## src/rtl/txr_pkg.sv

```systemverilog
package txr_pkg;

  // Per-beat position inside the current buffer
  typedef struct packed {
    logic first;   // first word read of the buffer
    logic last;    // last word read of the buffer
    logic eof;     // buffer closes the frame
  } txr_beat_t;

endpackage

```

## src/rtl/txr_walker.sv

```systemverilog
module txr_walker
  import txr_pkg::*;
#(
  parameter int ADDR_W = 16,
  parameter int LEN_W  = 12,
  parameter int NB     = 4
) (
  input  logic              clk,
  input  logic              rst,
  input  logic              cmd_fire,
  input  logic [ADDR_W-1:0] cmd_addr,
  input  logic [LEN_W-1:0]  cmd_len,
  input  logic              cmd_eof,
  input  logic              beat_fire,
  output logic              active,
  output logic [ADDR_W-1:0] word_addr,
  output txr_beat_t         beat,
  output logic [$clog2(NB)-1:0] lo_lane,
  output logic [$clog2(NB)-1:0] hi_lane
);

  localparam int OFS_W = $clog2(NB);
  localparam int SPN_W = LEN_W + 1;

  logic [OFS_W-1:0]  ofs_in;
  logic [SPN_W-1:0]  span;
  logic [SPN_W-1:0]  span_end;
  logic [SPN_W-1:0]  nwords;

  logic              active_q;
  logic [ADDR_W-1:0] waddr_q;
  logic [SPN_W-1:0]  left_q;
  logic              first_q;
  logic [OFS_W-1:0]  ofs_q;
  logic [OFS_W-1:0]  end_q;
  logic              eof_q;

  // words touched = ceil((offset + length) / NB)
  always_comb begin
    ofs_in   = cmd_addr[OFS_W-1:0];
    span     = SPN_W'(ofs_in) + SPN_W'(cmd_len);
    span_end = span - SPN_W'(1);
    nwords   = (span + SPN_W'(NB - 1)) >> OFS_W;
  end

  always_ff @(posedge clk) begin
    if (rst) begin
      active_q <= 1'b0;
      waddr_q  <= '0;
      left_q   <= '0;
      first_q  <= 1'b0;
      ofs_q    <= '0;
      end_q    <= '0;
      eof_q    <= 1'b0;
    end else if (cmd_fire) begin
      active_q <= 1'b1;
      waddr_q  <= {cmd_addr[ADDR_W-1:OFS_W], {OFS_W{1'b0}}};
      left_q   <= nwords;
      first_q  <= 1'b1;
      ofs_q    <= ofs_in;
      end_q    <= span_end[OFS_W-1:0];
      eof_q    <= cmd_eof;
    end else if (beat_fire) begin
      waddr_q <= waddr_q + ADDR_W'(NB);
      left_q  <= left_q - SPN_W'(1);
      first_q <= 1'b0;
      if (left_q == SPN_W'(1)) begin
        active_q <= 1'b0;
      end
    end
  end

  always_comb begin
    active     = active_q;
    word_addr  = waddr_q;
    beat.first = first_q;
    beat.last  = (left_q == SPN_W'(1));
    beat.eof   = eof_q;
    lo_lane    = first_q ? ofs_q : '0;
    hi_lane    = beat.last ? end_q : OFS_W'(NB - 1);
  end

endmodule

```

## src/rtl/txr_lane_pick.sv

```systemverilog
module txr_lane_pick #(
  parameter int NB = 4
) (
  input  logic [NB*8-1:0]         word_in,
  input  logic [$clog2(NB)-1:0]   lo_lane,
  input  logic [$clog2(NB)-1:0]   hi_lane,
  output logic [NB*8-1:0]         bytes_out,
  output logic [$clog2(NB+1)-1:0] cnt_out
);

  localparam int W     = NB * 8;
  localparam int OFS_W = $clog2(NB);
  localparam int CNT_W = $clog2(NB + 1);

  logic [W-1:0] shifted;

  always_comb begin
    shifted = word_in >> {lo_lane, 3'b000};
    cnt_out = CNT_W'(hi_lane) - CNT_W'(lo_lane) + CNT_W'(1);
  end

  // zero every lane at or above the kept byte count
  for (genvar j = 0; j < NB; j++) begin : g_lane
    always_comb begin
      if (CNT_W'(j) < cnt_out) begin
        bytes_out[8*j +: 8] = shifted[8*j +: 8];
      end else begin
        bytes_out[8*j +: 8] = 8'h00;
      end
    end
  end

endmodule

```

## src/rtl/txr_packer.sv

```systemverilog
module txr_packer #(
  parameter int NB = 4
) (
  input  logic                    clk,
  input  logic                    rst,
  input  logic                    in_fire,
  input  logic [NB*8-1:0]         in_bytes,
  input  logic [$clog2(NB+1)-1:0] in_cnt,
  input  logic                    in_end,
  output logic                    can_take,
  output logic                    tail_pend,
  output logic                    out_valid,
  input  logic                    out_ready,
  output logic [NB*8-1:0]         out_data,
  output logic [$clog2(NB+1)-1:0] out_cnt,
  output logic                    out_last
);

  localparam int W     = NB * 8;
  localparam int CNT_W = $clog2(NB + 1);
  localparam int SUM_W = CNT_W + 1;

  logic [W-1:0]     hold_q;
  logic [CNT_W-1:0] hcnt_q;
  logic             tail_q;
  logic             ov_q;
  logic [W-1:0]     od_q;
  logic [CNT_W-1:0] oc_q;
  logic             ol_q;

  logic [2*W-1:0]   merged;
  logic [SUM_W-1:0] total;
  logic             slot_free;

  always_comb begin
    merged    = ({{W{1'b0}}, in_bytes} << {hcnt_q, 3'b000}) | {{W{1'b0}}, hold_q};
    total     = SUM_W'(hcnt_q) + SUM_W'(in_cnt);
    slot_free = !ov_q || out_ready;
    can_take  = !tail_q && slot_free;
    tail_pend = tail_q;
  end

  always_ff @(posedge clk) begin
    if (rst) begin
      hold_q <= '0;
      hcnt_q <= '0;
      tail_q <= 1'b0;
      ov_q   <= 1'b0;
      od_q   <= '0;
      oc_q   <= '0;
      ol_q   <= 1'b0;
    end else begin
      if (ov_q && out_ready) begin
        ov_q <= 1'b0;
      end
      if (tail_q && slot_free) begin
        // second word of an overflowing frame end
        ov_q   <= 1'b1;
        od_q   <= hold_q;
        oc_q   <= hcnt_q;
        ol_q   <= 1'b1;
        hold_q <= '0;
        hcnt_q <= '0;
        tail_q <= 1'b0;
      end else if (in_fire) begin
        if (in_end && (total <= SUM_W'(NB))) begin
          ov_q   <= 1'b1;
          od_q   <= merged[W-1:0];
          oc_q   <= total[CNT_W-1:0];
          ol_q   <= 1'b1;
          hold_q <= '0;
          hcnt_q <= '0;
        end else if (total >= SUM_W'(NB)) begin
          ov_q   <= 1'b1;
          od_q   <= merged[W-1:0];
          oc_q   <= CNT_W'(NB);
          ol_q   <= 1'b0;
          hold_q <= merged[2*W-1:W];
          hcnt_q <= CNT_W'(total - SUM_W'(NB));
          tail_q <= in_end;
        end else begin
          hold_q <= merged[W-1:0];
          hcnt_q <= total[CNT_W-1:0];
        end
      end
    end
  end

  always_comb begin
    out_valid = ov_q;
    out_data  = od_q;
    out_cnt   = oc_q;
    out_last  = ol_q;
  end

endmodule

```

## src/rtl/txbuf_realign.sv

```systemverilog
module txbuf_realign
  import txr_pkg::*;
#(
  parameter int ADDR_W = 16,
  parameter int LEN_W  = 12,
  parameter int NB     = 4
) (
  input  logic                    clk,
  input  logic                    rst,
  input  logic                    cmd_valid,
  output logic                    cmd_ready,
  input  logic [ADDR_W-1:0]       cmd_addr,
  input  logic [LEN_W-1:0]        cmd_len,
  input  logic                    cmd_eof,
  output logic [ADDR_W-1:0]       rd_addr,
  output logic                    rd_ready,
  input  logic                    rd_valid,
  input  logic [NB*8-1:0]         rd_data,
  output logic                    out_valid,
  input  logic                    out_ready,
  output logic [NB*8-1:0]         out_data,
  output logic [$clog2(NB+1)-1:0] out_cnt,
  output logic                    out_last
);

  localparam int W     = NB * 8;
  localparam int OFS_W = $clog2(NB);
  localparam int CNT_W = $clog2(NB + 1);

  logic             active;
  txr_beat_t        beat;
  logic [OFS_W-1:0] lo_lane;
  logic [OFS_W-1:0] hi_lane;
  logic [W-1:0]     picked;
  logic [CNT_W-1:0] picked_cnt;
  logic             can_take;
  logic             tail_pend;
  logic             cmd_fire;
  logic             beat_fire;

  always_comb begin
    cmd_ready = !active && !tail_pend;
    cmd_fire  = cmd_valid && cmd_ready;
    rd_ready  = active && can_take;
    beat_fire = rd_valid && rd_ready;
  end

  txr_walker #(.ADDR_W(ADDR_W), .LEN_W(LEN_W), .NB(NB)) walker_i (
    .clk       (clk),
    .rst       (rst),
    .cmd_fire  (cmd_fire),
    .cmd_addr  (cmd_addr),
    .cmd_len   (cmd_len),
    .cmd_eof   (cmd_eof),
    .beat_fire (beat_fire),
    .active    (active),
    .word_addr (rd_addr),
    .beat      (beat),
    .lo_lane   (lo_lane),
    .hi_lane   (hi_lane)
  );

  txr_lane_pick #(.NB(NB)) pick_i (
    .word_in   (rd_data),
    .lo_lane   (lo_lane),
    .hi_lane   (hi_lane),
    .bytes_out (picked),
    .cnt_out   (picked_cnt)
  );

  txr_packer #(.NB(NB)) packer_i (
    .clk       (clk),
    .rst       (rst),
    .in_fire   (beat_fire),
    .in_bytes  (picked),
    .in_cnt    (picked_cnt),
    .in_end    (beat.last && beat.eof),
    .can_take  (can_take),
    .tail_pend (tail_pend),
    .out_valid (out_valid),
    .out_ready (out_ready),
    .out_data  (out_data),
    .out_cnt   (out_cnt),
    .out_last  (out_last)
  );

endmodule

```

## config.mk

```make
export PLATFORM = sky130hd
export DESIGN_NAME = txbuf_realign
export DESIGN_NICKNAME = d
export VERILOG_FILES = /design/src/rtl/txr_pkg.sv /design/src/rtl/txr_walker.sv /design/src/rtl/txr_lane_pick.sv /design/src/rtl/txr_packer.sv /design/src/rtl/txbuf_realign.sv
export SDC_FILE = /design/constraint.sdc
export NUM_CORES = 1
export LEC_CHECK = 0
export ABC_AREA = 1
export BUFFER_PORTS_ARGS = -buffer_cell sky130_fd_sc_hd__buf_2
export CAP_MARGIN = 20
export CORE_UTILIZATION = 35
export DETAILED_ROUTE_END_ITERATION = 16
export PLACE_DENSITY = 0.57
export SYNTH_ARGS = -nofsm -noshare
export SYNTH_HDL_FRONTEND = slang
export SYNTH_SLANG_ARGS = --single-unit
```

## constraint.sdc

```tcl
create_clock -name clk -period 6.47 [get_ports clk]
set_clock_uncertainty 0.1 [all_clocks]
set_input_delay 0.3235 -clock clk [delete_from_list [all_inputs] [get_ports clk]]
set_output_delay 0.3235 -clock clk [all_outputs]
set_load 0.1 [all_outputs]
```

==> key figures, run 1 <==
Floorplan
  • Die area: 0.0228 mm^2
  • Core Region: 0.0218 mm^2
  • Chip height: 151 um
  • Die Wd: 151 um
  • FP Rows: 54
  • Starting density of the core: 35.7%
  • Top-level I/O count: 121

Detailed routing
  • Pre-antenna DRT Iters: 7
  • Vias post-DR: 8430
  • Routed WL per cell: 15.8 um
  • DRT iter0 DRCs: 682
  • Remaining DRCs: 0
  • Routed Antenna Nets: 0
  • Final WL: 25.0 mm
  • DR vias/cell: 5.34

STA
  • RSZ-0062 raised after global routing: no
  • Final period util: 71.9%
  • Setup TNS: 0 ns
  • PnR worst setup slack: 1.82 ns
  • Max Fclk: 0.215 GHz
  • Worst slew pin tran: 1.05 ns
  • Final Critical Period: 4.65 ns
  • Slew margin rel.: 29.9%
  • Hold Violations, Final: 0
  • Slew Limit Fails: 0
  • Final setup viols: 0

Clocking
  • Cts repair resizes: 0
  • # clock sinks: 107
  • Clk buf depth: 2
  • H-Tree Depth: 3
  • Total CTS buffers: 9
  • Post-CTS Hold Fix Bufs: 0
  • CTS tree: yes
  • Clk root buf: clkbuf_16
  • Clock slew at reported path FFs: 0.08 ns
  • Setup bufs post-CTS: 0
  • Clk_lat worst skew: 0.36 ns

Placement
  • Placed Area: 0.00832 mm^2
  • Place WS: 1.83 ns
  • Input/output buffers: 118
  • DP HPWL: 17.8 mm
  • Gpl congestion: 0.892

Global routing
  • All-Layer GR Usage: 22.3%
  • Antenna violations before repair: 0
  • First-pass GRT wire length: 39.8 mm
  • Largest net degree at the start of global routing: 63
  • GRT overflow: 0
  • Vias in the first global route: 7528

Layout
  • Commonest non-fill, non-tap cell in the layout: nand2_1
  • Share of cells above drive strength 1: 14.1%
  • Commonest non-fill, non-tap cells in the layout: 286 x nand2_1, 157 x nand3_1, 118 x buf_2
  • # diodes: 0
  • Post-route cell area: 0.00863 mm^2
  • Nets: 1373
  • Area Growth Syn to Fin: 11.3%

Worst setup path
  • Crit path DAT: 4.84 ns
  • Crit. Startpoint: walker_i.first_q$_SDFFE_PP0P_
  • CP max stage delay: 1.02 ns
  • Crit Reg-Reg Startpoint: walker_i.first_q$_SDFFE_PP0P_
  • Critical path launch point type: flip-flop
  • CP max stage cell: dfxtp_1
  • CP Class: flip-flop to flip-flop
  • Crit. End Element: flip-flop
  • CP cell instances: nand2_4 > ha_1 > ha_1 > inv_1 > nand2_1 > nand2_2 > inv_1 > ha_1 > xor2_1 > nor2_1 > buf_4 > nand2_4 > nand2_4 > nand2_4 > inv_4 > a22oi_1 > a21oi_1
  • Crit path max fanout: 45
  • Worst Path Required: 6.66 ns
  • Most used cell, CP: nand2_4

Hold path
  • HP Start: cmd_addr[12]
  • Worst min-delay path class: input pin to flip-flop

Logic synthesis
  • Synthesized area: 0.00776 mm^2
  • Warnings from Yosys: 0
  • Seq cells post-synth: 107
  • Sequential-to-total area share from yosys stat: 27.6%
  • Synth top area cells: dfxtp_1 28%, nand2_1 14%, nand3_1 10%
  • Cell variety after synth: 49
  • Mean Syn Cell Area: 6.27 um^2
  • Syn Inst Count: 1237
  • Post-synth top area share: 27.6%
  • Cell taking the most area after synthesis: dfxtp_1

Pwr
  • Pleak: 3.87 nW
  • Total power: 0.00200 W
  • Max IR drop VDD: 0.141 mV
  • Pwr dens: 232 mW/mm^2

Run status
  • Status: finished, final reports clean

Flow run
  • Maxcap violations: 0
[path summary, 6_finish.rpt]
path / depth (start not counted) / slack, ns / to
setup reg to reg: 17 / 1.82 / packer_i.out_cnt[0]$_SDFFE_PP0P_
hold reg to reg: 2 / 0.37 / packer_i.out_data[27]$_SDFFE_PP0P_
setup / recovery: 17 / 1.82 / packer_i.out_cnt[0]$_SDFFE_PP0P_
hold / removal: 3 / 0.14 / walker_i.word_addr[12]$_SDFFE_PP0P_
[area by class of cell]
class	instances	area, um^2
fill	2407	13100
sequential	107	2140
inverter	94	358
timing repair buffer	127	678
clock buffer	10	239
multi-input combinational	954	4820
clock inverter	6	46.3
tap	280	350
[per-layer routing]
metal,GRT usage (%),vias to the layer above,routed length [um]
met2,37.3,242,11800
met5,0,-,0
li1,-,4304,-
met4,7.00,0,559
met3,2.50,36,1140
met1,29.9,3848,11600
[worst max-delay path: cells and delay by family (launching register included)]
kind            cells  cell delay, ns
simple gates        7            1.42
flops               1            1.02
fa+ha+maj           3            0.84
buf+inv             4            0.72
compound gates      2            0.27
xor+xnor            1            0.16
[cell families (layout without fill, tap and decap cells)]
logic type / count (synthesis) / in the layout / share of synthesized area [%]
other: 1 / 2 / 0.0483
XOR/XNOR: 14 / 14 / 1.58
AO/OA/AOI/OAI: 287 / 287 / 20.5
buffers and inverters: 177 / 237 / 10.4
adder cells (fa/ha/maj): 14 / 14 / 2.45
AND/OR/NAND/NOR: 637 / 637 / 37.4
flip-flops: 107 / 107 / 27.6
[where the power goes]
group	total (W)	internal, W	switching (W)
registers	0.000750	0.000706	0.0000447
clock network	0.000545	0.000275	0.000270
logic	0.000709	0.000175	0.000533
[sequential cells by signal, summed over array words and instances (netlist names)]
name                cells
packer_i.hold_q        32
packer_i.out_data      32
walker_i.word_addr     14
walker_i.left_q        13
packer_i.hcnt_q         3
packer_i.out_cnt        3
walker_i.end_q          2
walker_i.ofs_q          2
packer_i.out_last       1
packer_i.out_valid      1
packer_i.tail_pend      1
walker_i.active         1
walker_i.eof_q          1
walker_i.first_q        1
[Yosys cell counts, drive strengths merged]
master / number
a211oi: 4
a21oi: 102
a221oi: 2
a22oi: 4
a311oi: 2
a31oi: 11
and3: 1
buf: 46
clkbuf: 37
clkinv: 1
conb: 1
dfxtp: 107
fa: 2
ha: 12
inv: 93
nand2: 296
nand3: 160
nand3b: 13
nand4: 38
nor2: 112
nor3: 11
nor3b: 1
nor4: 2
o2111ai: 1
o211ai: 26
o21a: 7
o21ai: 125
o21bai: 1
o221ai: 1
o22ai: 1
or2: 3
xnor2: 4
xor2: 10
[metrics by stage]
step,std cells,hold WS [ns],utilization [%]
3_3_place_gp,1561,0.351,38.2
5_1_grt,1578,0.148,39.7
6_report,1578,0.138,39.7
4_1_cts,1577,0.127,39.6
3_5_place_dp,1561,0.356,38.2
2_1_floorplan,1238,0.350,-
(Power assumes the default switching activity.)
==> inputs of run 2 (changes only) <==
Clock period 6.47 ns to 4.8 ns, I/O delays scaled along.
==> run 2 against run 1 <==
  * Sequential cell count is the same
  * Clock-buffer cell count is the same
  * Combinational power grew 37%
  * Clock power grew 34%
  * Register-to-register slack lost 1.2 ns
  * Critical path type unchanged
  * Final area grew 0.55%
  * Maximum frequency grew 10%
==> key figures, run 2 (synthesized netlist as in run 1, its figures left out) <==
Floorplan
  • Die Wd: 151 um (unchanged)
  • FP Rows: 54 (unchanged)
  • Core Region: 0.0218 mm^2 (unchanged)
  • Starting density of the core: 35.7% (unchanged)
  • Top-level I/O count: 121 (unchanged)
  • Chip height: 151 um (unchanged)
  • Die area: 0.0228 mm^2 (unchanged)

Placement
  • Gpl congestion: 0.915 (was 0.892)
  • DP HPWL: 17.6 mm (was 17.8 mm)
  • Place WS: 0.599 ns (was 1.83 ns)
  • Input/output buffers: 118 (unchanged)

STA
  • Worst slew pin tran: 0.961 ns (was 1.05 ns)
  • Slew margin rel.: 35.8% (was 29.9%)
  • Final setup viols: 0 (unchanged)
  • Max Fclk: 0.237 GHz (was 0.215 GHz)
  • Final Critical Period: 4.22 ns (was 4.65 ns)
  • Slew Limit Fails: 0 (unchanged)
  • Setup TNS: 0 ns (unchanged)
  • Hold Violations, Final: 0 (unchanged)
  • RSZ-0062 raised after global routing: no (unchanged)
  • PnR worst setup slack: 0.577 ns (was 1.82 ns)
  • Final period util: 88.0% (was 71.9%)

Pwr
  • Switching part of the total power: 42.3% (about the same)
  • P_sw: 0.00114 W (was 0.000848 W)
  • Max IR drop VDD: 0.201 mV (was 0.141 mV)
  • Clock share of power: 27.0% (was 27.2%)
  • Pwr dens: 311 mW/mm^2 (was 232 mW/mm^2)
  • Pleak: 3.89 nW (was 3.87 nW)
  • Logic pwr share: 36.0% (was 35.4%)
  • Int Pwr: 0.00156 W (was 0.00116 W)
  • Sequential Power Share: 37.0% (was 37.5%)

Detailed routing
  • Vias post-DR: 8525 (was 8430)
  • Remaining DRCs: 0 (unchanged)
  • Routed Antenna Nets: 0 (unchanged)
  • DR vias/cell: 5.38 (was 5.34)
  • Final WL: 25.0 mm (about the same)
  • DRT iter0 DRCs: 691 (was 682)
  • Routed WL per cell: 15.8 um (about the same)
  • Pre-antenna DRT Iters: 6 (was 7)

Worst setup path
  • Crit path max fanout: 45 (unchanged)
  • CP max stage delay: 0.41 ns (was 1.02 ns)
  • Worst Path Required: 4.99 ns (was 6.66 ns)
  • Critical path launch point type: flip-flop (unchanged)
  • Worst Path Buf+Inv: 5 (was 4)
  • CP Class: flip-flop to flip-flop (unchanged)
  • CP max stage cell: inv_4 (was dfxtp_1)
  • Crit. End Element: flip-flop (unchanged)
  • CP cell instances: inv_1 > ha_1 > nand3_1 > nor3_1 > inv_1 > or2_2 > ha_1 > ha_1 > inv_1 > nand2_1 > nand2_2 > inv_1 > ha_1 > xor2_1 > nor2_1 > nand2_4 > nand2_4 > nand2_4 > inv_4 > a22oi_1 > a21oi_1 (was nand2_4 > ha_1 > ha_1 > inv_1 > nand2_1 > nand2_2 > inv_1 > ha_1 > xor2_1 > nor2_1 > buf_4 > nand2_4 > nand2_4 > nand2_4 > inv_4 > a22oi_1 > a21oi_1)
  • Crit path DAT: 4.41 ns (was 4.84 ns)
  • Crit-path leading delay family: simple AND/OR/NAND/NOR gates (unchanged)

Flow run
  • Maxcap violations: 0 (unchanged)

Layout
  • Multi-input logic area: 0.00482 mm^2 (unchanged)
  • Sequential cell area: 0.00214 mm^2 (unchanged)
  • Nets: 1379 (was 1373)
  • Share of cells above drive strength 1: 14.6% (was 14.1%)
  • Final-layout fill cell count: 2401 (was 2407)
  • Commonest non-fill, non-tap cell in the layout: nand2_1 (unchanged)
  • # diodes: 0 (unchanged)
  • Area Growth Syn to Fin: 11.9% (was 11.3%)
  • Commonest non-fill, non-tap cells in the layout: 286 x nand2_1, 157 x nand3_1, 118 x buf_2 (unchanged)
  • Final core utilization: 39.9% (was 39.7%)

Clocking
  • Setup bufs post-CTS: 0 (unchanged)
  • CTS tree: yes (unchanged)
  • Clk buf depth: 2 (unchanged)
  • H-Tree Depth: 3 (unchanged)
  • Clk root buf: clkbuf_16 (unchanged)
  • Clk_lat worst skew: 0.36 ns (about the same)
  • Clock slew at reported path FFs: 0.08 ns (about the same)
  • # clock sinks: 107 (unchanged)
  • Total CTS buffers: 9 (unchanged)
  • Post-CTS Hold Fix Bufs: 0 (unchanged)
  • Cts repair resizes: 0 (unchanged)

Global routing
  • Vias in the first global route: 7592 (was 7528)
  • Antenna violations before repair: 0 (unchanged)
  • GRT overflow: 0 (unchanged)
  • First-pass GRT wire length: 39.8 mm (about the same)
  • Largest net degree at the start of global routing: 62 (was 63)
  • All-Layer GR Usage: 22.3% (about the same)

Hold path
  • Worst min-delay path class: input pin to flip-flop (unchanged)

Run status
  • Status: finished, final reports clean (unchanged)
## run 2: area by class of cell
| type | instances | share of cell area, % |
|---|---|---|
| clock buffer | 10 | 2.75 |
| clock inverter | 6 | 0.476 |
| inverter | 94 | 4.12 |
| multi-input combinational | 954 | 55.5 |
| sequential | 107 | 24.7 |
| tap | 280 | 4.04 |
| timing repair buffer | 133 | 8.42 |
## run 2: tightest hold or removal path: stages
cell and delay, ns:
buf_2 0.07, o21ai_0 0.07, a21oi_1 0.10
## run 2: power groups by stage
stage / Sequential (W) / Clock, W / Combinational, W
global route: 0.00101 / 0.000780 / 0.00106
global placement: 0.00102 / 0 / 0.000959
detailed placement: 0.00102 / 0 / 0.000961
CTS: 0.00100 / 0.000743 / 0.000964
finish: 0.00100 / 0.000729 / 0.000972
floorplan: 0.00124 / 0 / 0.000530
## run 2: path summary, 6_finish.rpt
check	start	slack (ns)	depth (start not counted)	endpoint
setup / recovery	walker_i.left_q[1]$_SDFFE_PP0P_	0.58	21	packer_i.out_cnt[0]$_SDFFE_PP0P_
hold / removal	cmd_addr[12]	0.06	3	walker_i.word_addr[12]$_SDFFE_PP0P_
setup reg to reg	walker_i.left_q[1]$_SDFFE_PP0P_	0.58	21	packer_i.out_cnt[0]$_SDFFE_PP0P_
hold reg to reg	packer_i.out_data[28]$_SDFFE_PP0P_	0.37	2	packer_i.out_data[28]$_SDFFE_PP0P_
## run 2: metrics by stage
step           instance area (um^2)  hold slack [ns]  std cells  power [W]
3_3_place_gp                   8360            0.360       1566    0.00198
5_1_grt                        8680           0.0691       1584    0.00285
3_5_place_dp                   8360            0.359       1566    0.00198
2_1_floorplan                  7760            0.307       1238    0.00177
6_report                       8680           0.0613       1584    0.00270
4_1_cts                        8640           0.0526       1582    0.00271
## run 2: routing by layer
metal	vias up	wire length (um)	GRT usage (%)
met1	3903	11700	30.2
met2	257	11400	36.3
met3	38	1180	2.71
met5	-	0	0
met4	0	624	7.40
li1	4327	-	-
